--- src/rtl/hlt_pkg.sv ---
`timescale 1ns/1ps
package hlt_pkg;

    parameter int ADDR_W = 16;
    parameter int DATA_W = 8;
    parameter int PFX_W  = 3;

    localparam logic [ADDR_W-1:0] LATCH_RESET = {ADDR_W{1'b1}};
    localparam int FLAG_HI_POS = 5;
    localparam int FLAG_LO_POS = 3;
    localparam logic [DATA_W-1:0] FLAG_HI_MASK = DATA_W'(1) << FLAG_HI_POS;
    localparam logic [DATA_W-1:0] FLAG_LO_MASK = DATA_W'(1) << FLAG_LO_POS;
    localparam logic [ADDR_W-1:0] LATCH_HI_MASK = ADDR_W'(FLAG_HI_MASK) << DATA_W;
    localparam logic [ADDR_W-1:0] LATCH_LO_MASK = ADDR_W'(FLAG_LO_MASK) << DATA_W;

    typedef enum logic [PFX_W-1:0] {
        PFX_NONE  = 3'd0,
        PFX_ED    = 3'd1,
        PFX_CB    = 3'd2,
        PFX_DD    = 3'd3,
        PFX_FD    = 3'd4,
        PFX_IDXCB = 3'd5
    } pfx_e;

    typedef enum logic [2:0] {
        RL_KEEP,
        RL_PLUS1,
        RL_ACCHI,
        RL_BRANCH,
        RL_RST,
        RL_IMM,
        RL_UP,
        RL_DN
    } rule_e;

    typedef enum logic [1:0] {
        SRC_BC,
        SRC_DE,
        SRC_HL,
        SRC_IMM
    } src_e;

    typedef struct packed {
        rule_e      rule;
        src_e       src;
        logic [2:0] vec;
        logic       is_bit;
        logic       bit_mem;
    } dec_t;

    function automatic logic [ADDR_W-1:0] rst_vector(input logic [2:0] v);
        return ADDR_W'({v, 3'b000});
    endfunction

endpackage

--- src/rtl/hlt_decode.sv ---
`timescale 1ns/1ps
module hlt_decode
    import hlt_pkg::*;
(
    input  logic [PFX_W-1:0]  pfx_i,
    input  logic [DATA_W-1:0] op_i,
    output dec_t              dec_o
);

    pfx_e pfx;
    assign pfx = pfx_e'(pfx_i);

    logic bit_page;
    assign bit_page = (op_i[7:6] == 2'b01);

    always_comb begin
        dec_o         = '0;
        dec_o.rule    = RL_KEEP;
        dec_o.src     = SRC_IMM;
        dec_o.vec     = op_i[5:3];
        dec_o.is_bit  = 1'b0;
        dec_o.bit_mem = 1'b0;
        case (pfx)
            PFX_NONE: begin
                case (op_i)
                    8'h0A: begin dec_o.rule = RL_PLUS1; dec_o.src = SRC_BC;  end
                    8'h1A: begin dec_o.rule = RL_PLUS1; dec_o.src = SRC_DE;  end
                    8'h3A: begin dec_o.rule = RL_PLUS1; dec_o.src = SRC_IMM; end
                    8'h02: begin dec_o.rule = RL_ACCHI; dec_o.src = SRC_BC;  end
                    8'h12: begin dec_o.rule = RL_ACCHI; dec_o.src = SRC_DE;  end
                    8'h32: begin dec_o.rule = RL_ACCHI; dec_o.src = SRC_IMM; end
                    8'h22, 8'h2A: begin dec_o.rule = RL_PLUS1; dec_o.src = SRC_IMM; end
                    8'h10, 8'h18, 8'h20, 8'h28, 8'h30, 8'h38, 8'hC9:
                        dec_o.rule = RL_BRANCH;
                    8'hC3, 8'hCD: dec_o.rule = RL_IMM;
                    default: begin
                        if (op_i[7:6] == 2'b00 && op_i[3:0] == 4'h9) begin
                            dec_o.rule = RL_PLUS1;
                            dec_o.src  = SRC_HL;
                        end else if (op_i[7:6] == 2'b11 && op_i[2:0] == 3'd7) begin
                            dec_o.rule = RL_RST;
                        end else if (op_i[7:6] == 2'b11 &&
                                     (op_i[2:0] == 3'd2 || op_i[2:0] == 3'd4)) begin
                            dec_o.rule = RL_IMM;
                        end
                    end
                endcase
            end
            PFX_ED: begin
                if (bit_page && (op_i[2:0] == 3'd3)) begin
                    dec_o.rule = RL_PLUS1;
                    dec_o.src  = SRC_IMM;
                end else if (bit_page && (op_i[2:0] == 3'd2)) begin
                    dec_o.rule = RL_PLUS1;
                    dec_o.src  = SRC_HL;
                end else begin
                    case (op_i)
                        8'h67, 8'h6F: begin dec_o.rule = RL_PLUS1; dec_o.src = SRC_HL; end
                        8'h78, 8'h79: begin dec_o.rule = RL_PLUS1; dec_o.src = SRC_BC; end
                        8'h4D:        dec_o.rule = RL_BRANCH;
                        8'hA1, 8'hB1: dec_o.rule = RL_UP;
                        8'hA9, 8'hB9: dec_o.rule = RL_DN;
                        default:      dec_o.rule = RL_KEEP;
                    endcase
                end
            end
            PFX_DD, PFX_FD: begin
                if (op_i == 8'h22 || op_i == 8'h2A) begin
                    dec_o.rule = RL_PLUS1;
                    dec_o.src  = SRC_IMM;
                end
            end
            PFX_CB: begin
                dec_o.is_bit  = bit_page;
                dec_o.bit_mem = bit_page && (op_i[2:0] == 3'd6);
            end
            PFX_IDXCB: begin
                dec_o.is_bit  = bit_page;
                dec_o.bit_mem = bit_page;
            end
            default: dec_o.rule = RL_KEEP;
        endcase
    end

endmodule

--- src/rtl/hlt_next.sv ---
`timescale 1ns/1ps
module hlt_next
    import hlt_pkg::*;
(
    input  dec_t              dec_i,
    input  logic [ADDR_W-1:0] cur_i,
    input  logic [DATA_W-1:0] acc_i,
    input  logic [ADDR_W-1:0] bc_i,
    input  logic [ADDR_W-1:0] de_i,
    input  logic [ADDR_W-1:0] hl_i,
    input  logic [ADDR_W-1:0] imm_i,
    input  logic [ADDR_W-1:0] pc_i,
    output logic [ADDR_W-1:0] nxt_o
);

    logic [ADDR_W-1:0] base;
    logic [ADDR_W-1:0] base_p1;

    always_comb begin
        case (dec_i.src)
            SRC_BC:  base = bc_i;
            SRC_DE:  base = de_i;
            SRC_HL:  base = hl_i;
            default: base = imm_i;
        endcase
    end

    assign base_p1 = base + ADDR_W'(1);

    always_comb begin
        case (dec_i.rule)
            RL_PLUS1:  nxt_o = base_p1;
            RL_ACCHI:  nxt_o = {acc_i, base_p1[DATA_W-1:0]};
            RL_BRANCH: nxt_o = pc_i;
            RL_RST:    nxt_o = rst_vector(dec_i.vec);
            RL_IMM:    nxt_o = imm_i;
            RL_UP:     nxt_o = cur_i + ADDR_W'(1);
            RL_DN:     nxt_o = cur_i - ADDR_W'(1);
            default:   nxt_o = cur_i;
        endcase
    end

endmodule

--- src/rtl/hlt_leak.sv ---
`timescale 1ns/1ps
module hlt_leak
    import hlt_pkg::*;
(
    input  dec_t              dec_i,
    input  logic [ADDR_W-1:0] latch_i,
    input  logic [DATA_W-1:0] operand_i,
    output logic [1:0]        leak_o
);

    logic [1:0] from_latch;
    logic [1:0] from_reg;

    assign from_latch = {|(latch_i & LATCH_HI_MASK), |(latch_i & LATCH_LO_MASK)};
    assign from_reg   = {|(operand_i & FLAG_HI_MASK), |(operand_i & FLAG_LO_MASK)};

    always_comb begin
        if (!dec_i.is_bit)      leak_o = 2'b00;
        else if (dec_i.bit_mem) leak_o = from_latch;
        else                    leak_o = from_reg;
    end

endmodule

--- src/rtl/hidden_latch_tracker.sv ---
`timescale 1ns/1ps
module hidden_latch_tracker
    import hlt_pkg::*;
(
    input  logic                clk,
    input  logic                rst,
    input  logic                retire,
    input  logic [PFX_W-1:0]    pfx,
    input  logic [DATA_W-1:0]   opcode,
    input  logic [ADDR_W-1:0]   imm,
    input  logic [DATA_W-1:0]   acc,
    input  logic [ADDR_W-1:0]   bc,
    input  logic [ADDR_W-1:0]   de,
    input  logic [ADDR_W-1:0]   hl,
    input  logic [ADDR_W-1:0]   new_pc,
    input  logic [DATA_W-1:0]   bit_operand,
    input  logic                preset_we,
    input  logic [ADDR_W-1:0]   preset_val,
    output logic [ADDR_W-1:0]   latch,
    output logic [1:0]          leak53
);

    dec_t              dec;
    logic [ADDR_W-1:0] latch_q;
    logic [ADDR_W-1:0] latch_nxt;

    hlt_decode u_dec (
        .pfx_i (pfx),
        .op_i  (opcode),
        .dec_o (dec)
    );

    hlt_next u_next (
        .dec_i (dec),
        .cur_i (latch_q),
        .acc_i (acc),
        .bc_i  (bc),
        .de_i  (de),
        .hl_i  (hl),
        .imm_i (imm),
        .pc_i  (new_pc),
        .nxt_o (latch_nxt)
    );

    hlt_leak u_leak (
        .dec_i     (dec),
        .latch_i   (latch_q),
        .operand_i (bit_operand),
        .leak_o    (leak53)
    );

    always_ff @(posedge clk) begin
        if (rst)            latch_q <= LATCH_RESET;
        else if (preset_we) latch_q <= preset_val;
        else if (retire)    latch_q <= latch_nxt;
    end

    assign latch = latch_q;

    AST_PRESET_WINS: assert property (@(posedge clk) disable iff (rst)
        preset_we |=> latch == $past(preset_val));

    AST_IDLE_HOLD: assert property (@(posedge clk) disable iff (rst)
        (!preset_we && !retire) |=> $stable(latch));

    AST_KEEP_RULE: assert property (@(posedge clk) disable iff (rst)
        (retire && !preset_we && dec.rule == RL_KEEP) |=> $stable(latch));

    AST_STEP_UP: assert property (@(posedge clk) disable iff (rst)
        (retire && !preset_we && dec.rule == RL_UP) |=> latch == $past(latch) + ADDR_W'(1));

    AST_STEP_DN: assert property (@(posedge clk) disable iff (rst)
        (retire && !preset_we && dec.rule == RL_DN) |=> latch == $past(latch) - ADDR_W'(1));

    AST_IMM_LOAD: assert property (@(posedge clk) disable iff (rst)
        (retire && !preset_we && dec.rule == RL_IMM) |=> latch == $past(imm));

    AST_BRANCH_PC: assert property (@(posedge clk) disable iff (rst)
        (retire && !preset_we && dec.rule == RL_BRANCH) |=> latch == $past(new_pc));

    AST_LEAK_MEM: assert property (@(posedge clk) disable iff (rst)
        (dec.is_bit && dec.bit_mem) |-> leak53 == {latch[DATA_W+FLAG_HI_POS], latch[DATA_W+FLAG_LO_POS]});

    AST_LEAK_IDLE: assert property (@(posedge clk) disable iff (rst)
        !dec.is_bit |-> leak53 == 2'b00);

endmodule

--- config.mk ---
export PLATFORM = sky130hd
export DESIGN_NAME = hidden_latch_tracker
export DESIGN_NICKNAME = d
export VERILOG_FILES = /design/src/rtl/hlt_pkg.sv /design/src/rtl/hlt_decode.sv /design/src/rtl/hlt_next.sv /design/src/rtl/hlt_leak.sv /design/src/rtl/hidden_latch_tracker.sv
export SDC_FILE = /design/constraint.sdc
export NUM_CORES = 1
export LEC_CHECK = 0
export BUFFER_PORTS_ARGS = -buffer_cell sky130_fd_sc_hd__buf_4
export CAP_MARGIN = 30
export CORE_UTILIZATION = 25
export CTS_BUF_LIST = sky130_fd_sc_hd__clkbuf_4 sky130_fd_sc_hd__clkbuf_8 sky130_fd_sc_hd__clkbuf_16
export DETAILED_ROUTE_END_ITERATION = 16
export GPL_TIMING_DRIVEN = 0
export PLACE_DENSITY = 0.55
export SYNTH_ARGS = -nofsm -noshare
export SYNTH_HDL_FRONTEND = slang
export SYNTH_HIERARCHICAL = 1
export SYNTH_SLANG_ARGS = --single-unit
--- constraint.sdc ---
create_clock -name clk -period 4.95 [get_ports clk]
set_input_delay 0 -clock clk [delete_from_list [all_inputs] [get_ports clk]]
set_output_delay 0 -clock clk [all_outputs]
set_load 0.01 [all_outputs]
==> flow_summary.toml <==
[floorplan]
ios = 145
dieArea_sq_um = 14500
die_width_um = 120
die_h_um = 120
core_sq_um = 13500
rows = 42
start_util_pct = 26.0

[layout]
mostFrequentLayoutCell = "buf_4"
largest_reg_flops = 16
n_antenna_cell = 0
nets = 716
drive_gt1_share_pct = 36.7
fillerInstances = 1441
final_cell_mix = "buf_4, a21oi_1, nor2_1"
area_growth_pct = 37.9

[routing]
route.met3.wl_um = 882
viasPerCell = 5.52
routed_wl_mm = 13.3
drc = 0
highest_layer = "met4"
wl_met2_mm = 6.16
num_vias = 4188
wl_per_cell_um = 17.5
first_pass_iters = 5
antenna_left = 0
wl_met1_mm = 5.86
drtIter0Drc = 239

[clock_tree]
post_cts_buffers = 0
cts.repair.resized = 0
htree_levels = 1
cts_sinks = 16
clk_path_buf_depth = 2
root_buffer = "clkbuf_16"
clkTransAtPathRegs_ns = 0.05
cts_inserted_buffers = 3
cts_tree = "built"
clk_latency_ns = 0.24

[synthesis]
synthSimpleGateAreaFrac_pct = 27.5
synth_top_area_share_pct = 9.30
synth-xor-area-share_pct = 7.76
synth_nets = 576
yosys.area.top_type = "a21oi_1"
ys.flop_type = "dfxtp_1"
synth_top_family_by_area = "compound AO/OA/AOI/OAI gates"
ys_seq_area_share_pct = 9.15
synth_compound_area_share_pct = 28.6
netlist_area_sq_um = 3500
syn_area_per_cell_sq_um = 7.88
synth_area_leaders = "a21oi_1, dfxtp_1, mux4_2"
synth_edf_count = 0
yosys_warnings = 6
synth_fa_ha_area_share_pct = 2.07
ys_ff_latch = 16
async_reset_ff_share_pct = 0
synth.area.mux_share_pct = 16.2
yosysUniqueCellTypes = 82
synth_cells = 444

[job]
drv_cap = 0

[setup_path]
critPathLaunchType = "input port"
crit_fanout = 10
critPathArrivalTime_ns = 4.41
cp-end-kind = "register"
critPathKind = "input port to register"
cp.required_ns = 5.07

[sta]
layout_min_cycle_time_ns = 4.29
maxSlewHeadroom_pct = 62.2
timing.final.hold_violations = 1
setup_viol = 0
fmax_ghz = 0.233
rsz0062_at_grt = "no"
whs_ns = -0.00123
fin_skew_ns = 0.00208
fin_tns_setup_ns = 0
slew_viol_final = 0
tightestPinTransition_ns = 0.566
setup_ws_ns = 0.661
finalCritPeriodShare_pct = 86.6

[global_route]
grt-ovfl-total = 0
track_usage_pct = 17.6
first_global_vias = 3977
grt_pass1_wl_mm = 20.3
grt_max_degree = 11
antenna_found_initial = 0

[power]
pwr-share-clk_pct = 26.4
power_density_nw_per_um2 = 135
power.internal_w = 0.000435
peakVddDrop_mv = 0.126
leakage_nw = 2.05
p_sw_share_pct = 33.2
pwr-share-seq_pct = 23.8
p_switching_w = 0.000217
pwr-share-comb_pct = 49.8

[placed_design]
io_buffers = 134
place_hpwl_mm = 11.0
place.gp.congestion = 0.911
dp_slack_ns = 0.489

[outcome]
status = "complete, but fails checks"
violations = "negative hold slack"

[min_path]
holdCritPathClass = "input port to register"
## stage by stage
step | cells | hold slack (ns) | utilization (%) | total power, W | area [sq um]
floorplan | 444 | 0.145 | - | 0.000338 | 3500
global placement | 754 | 0.246 | 35.1 | 0.000476 | 4730
detailed placement | 754 | 0.252 | 35.1 | 0.000480 | 4730
CTS | 759 | 0.000665 | 35.9 | 0.000656 | 4820
global route | 759 | 0.00341 | 35.9 | 0.000688 | 4820
finish | 759 | -0.00123 | 35.9 | 0.000652 | 4820
## critical path, stage by stage
cell and delay, ns:
buf_4 0.13, and2_1 0.19, and4_4 0.20, o21ai_2 0.16
a41oi_1 0.12, or4_1 0.65, nand3_1 0.23, buf_2 0.28
xnor2_1 0.15, ha_1 0.34, and3_1 0.28, nand4_2 0.21
o32a_1 0.24, o32ai_1 0.33, xnor2_1 0.16, a221oi_2 0.28
o22ai_1 0.15, mux2i_1 0.19, a21oi_1 0.09
## what timing repair did
action | CTS | global route
setup endpoints to repair | 0 | 0
hold endpoints to repair | 1 | 0
hold buffers | 1 | 0
## power groups by stage
stage / registers [W] / logic (W) / clock network [W]
after floorplan: 0.000155 / 0.000182 / 0
after global placement: 0.000158 / 0.000318 / 0
after detailed placement: 0.000158 / 0.000323 / 0
after CTS: 0.000155 / 0.000325 / 0.000176
after global routing: 0.000157 / 0.000350 / 0.000182
final: 0.000155 / 0.000325 / 0.000172
## routing by layer
layer / vias to the layer above / GRT usage (%)
li1: 1993 / -
met1: 1991 / 23.3
met2: 178 / 29.9
met3: 26 / 1.79
met4: 0 / 5.17
met5: - / 0
## layout make-up
| type | instances | area [sq um] | area share [%] |
|---|---|---|---|
| multi-input combinational | 381 | 2870 | 59.5 |
| timing repair buffer | 135 | 1020 | 21.1 |
| sequential | 16 | 320 | 6.64 |
| buffer | 40 | 280 | 5.81 |
| tap | 176 | 220 | 4.56 |
| clock buffer | 4 | 88.8 | 1.84 |
| inverter | 7 | 26.3 | 0.545 |
## final timing paths
| kind | to | slack (ns) | from | cells after the start |
|---|---|---|---|---|
| hold reg to reg | latch[5]$_SDFFE_PP1P_ | 0.57 | latch[5]$_SDFFE_PP1P_ | 2 |
| hold / removal | latch[7]$_SDFFE_PP1P_ | -0.001 | preset_val[7] | 3 |
| setup reg to reg | latch[14]$_SDFFE_PP1P_ | 1.85 | latch[1]$_SDFFE_PP1P_ | 12 |
| setup / recovery | latch[14]$_SDFFE_PP1P_ | 0.66 | opcode[6] | 19 |
## cell usage after synthesis (all sizes together) (12+ instances only)
library cell	count
nand2	23
nor2	33
a22oi	12
mux4	16
nor3b	17
o21ai	29
mux2i	19
dfxtp	16
buf	28
clkbuf	12
xnor2	20
a21oi	65
## logic make-up (layout without fill, tap and decap cells)
family / count (synthesis) / count (layout)
xor gates and xnor gates: 31 / 31
adders and majority gates: 6 / 6
muxes: 35 / 35
buffers and inverters: 47 / 186
and+or+nand+nor: 151 / 151
AOI/OAI and AO/OA: 158 / 158
DFF: 16 / 16
No activity file was read; power rests on OpenSTA's default activity.
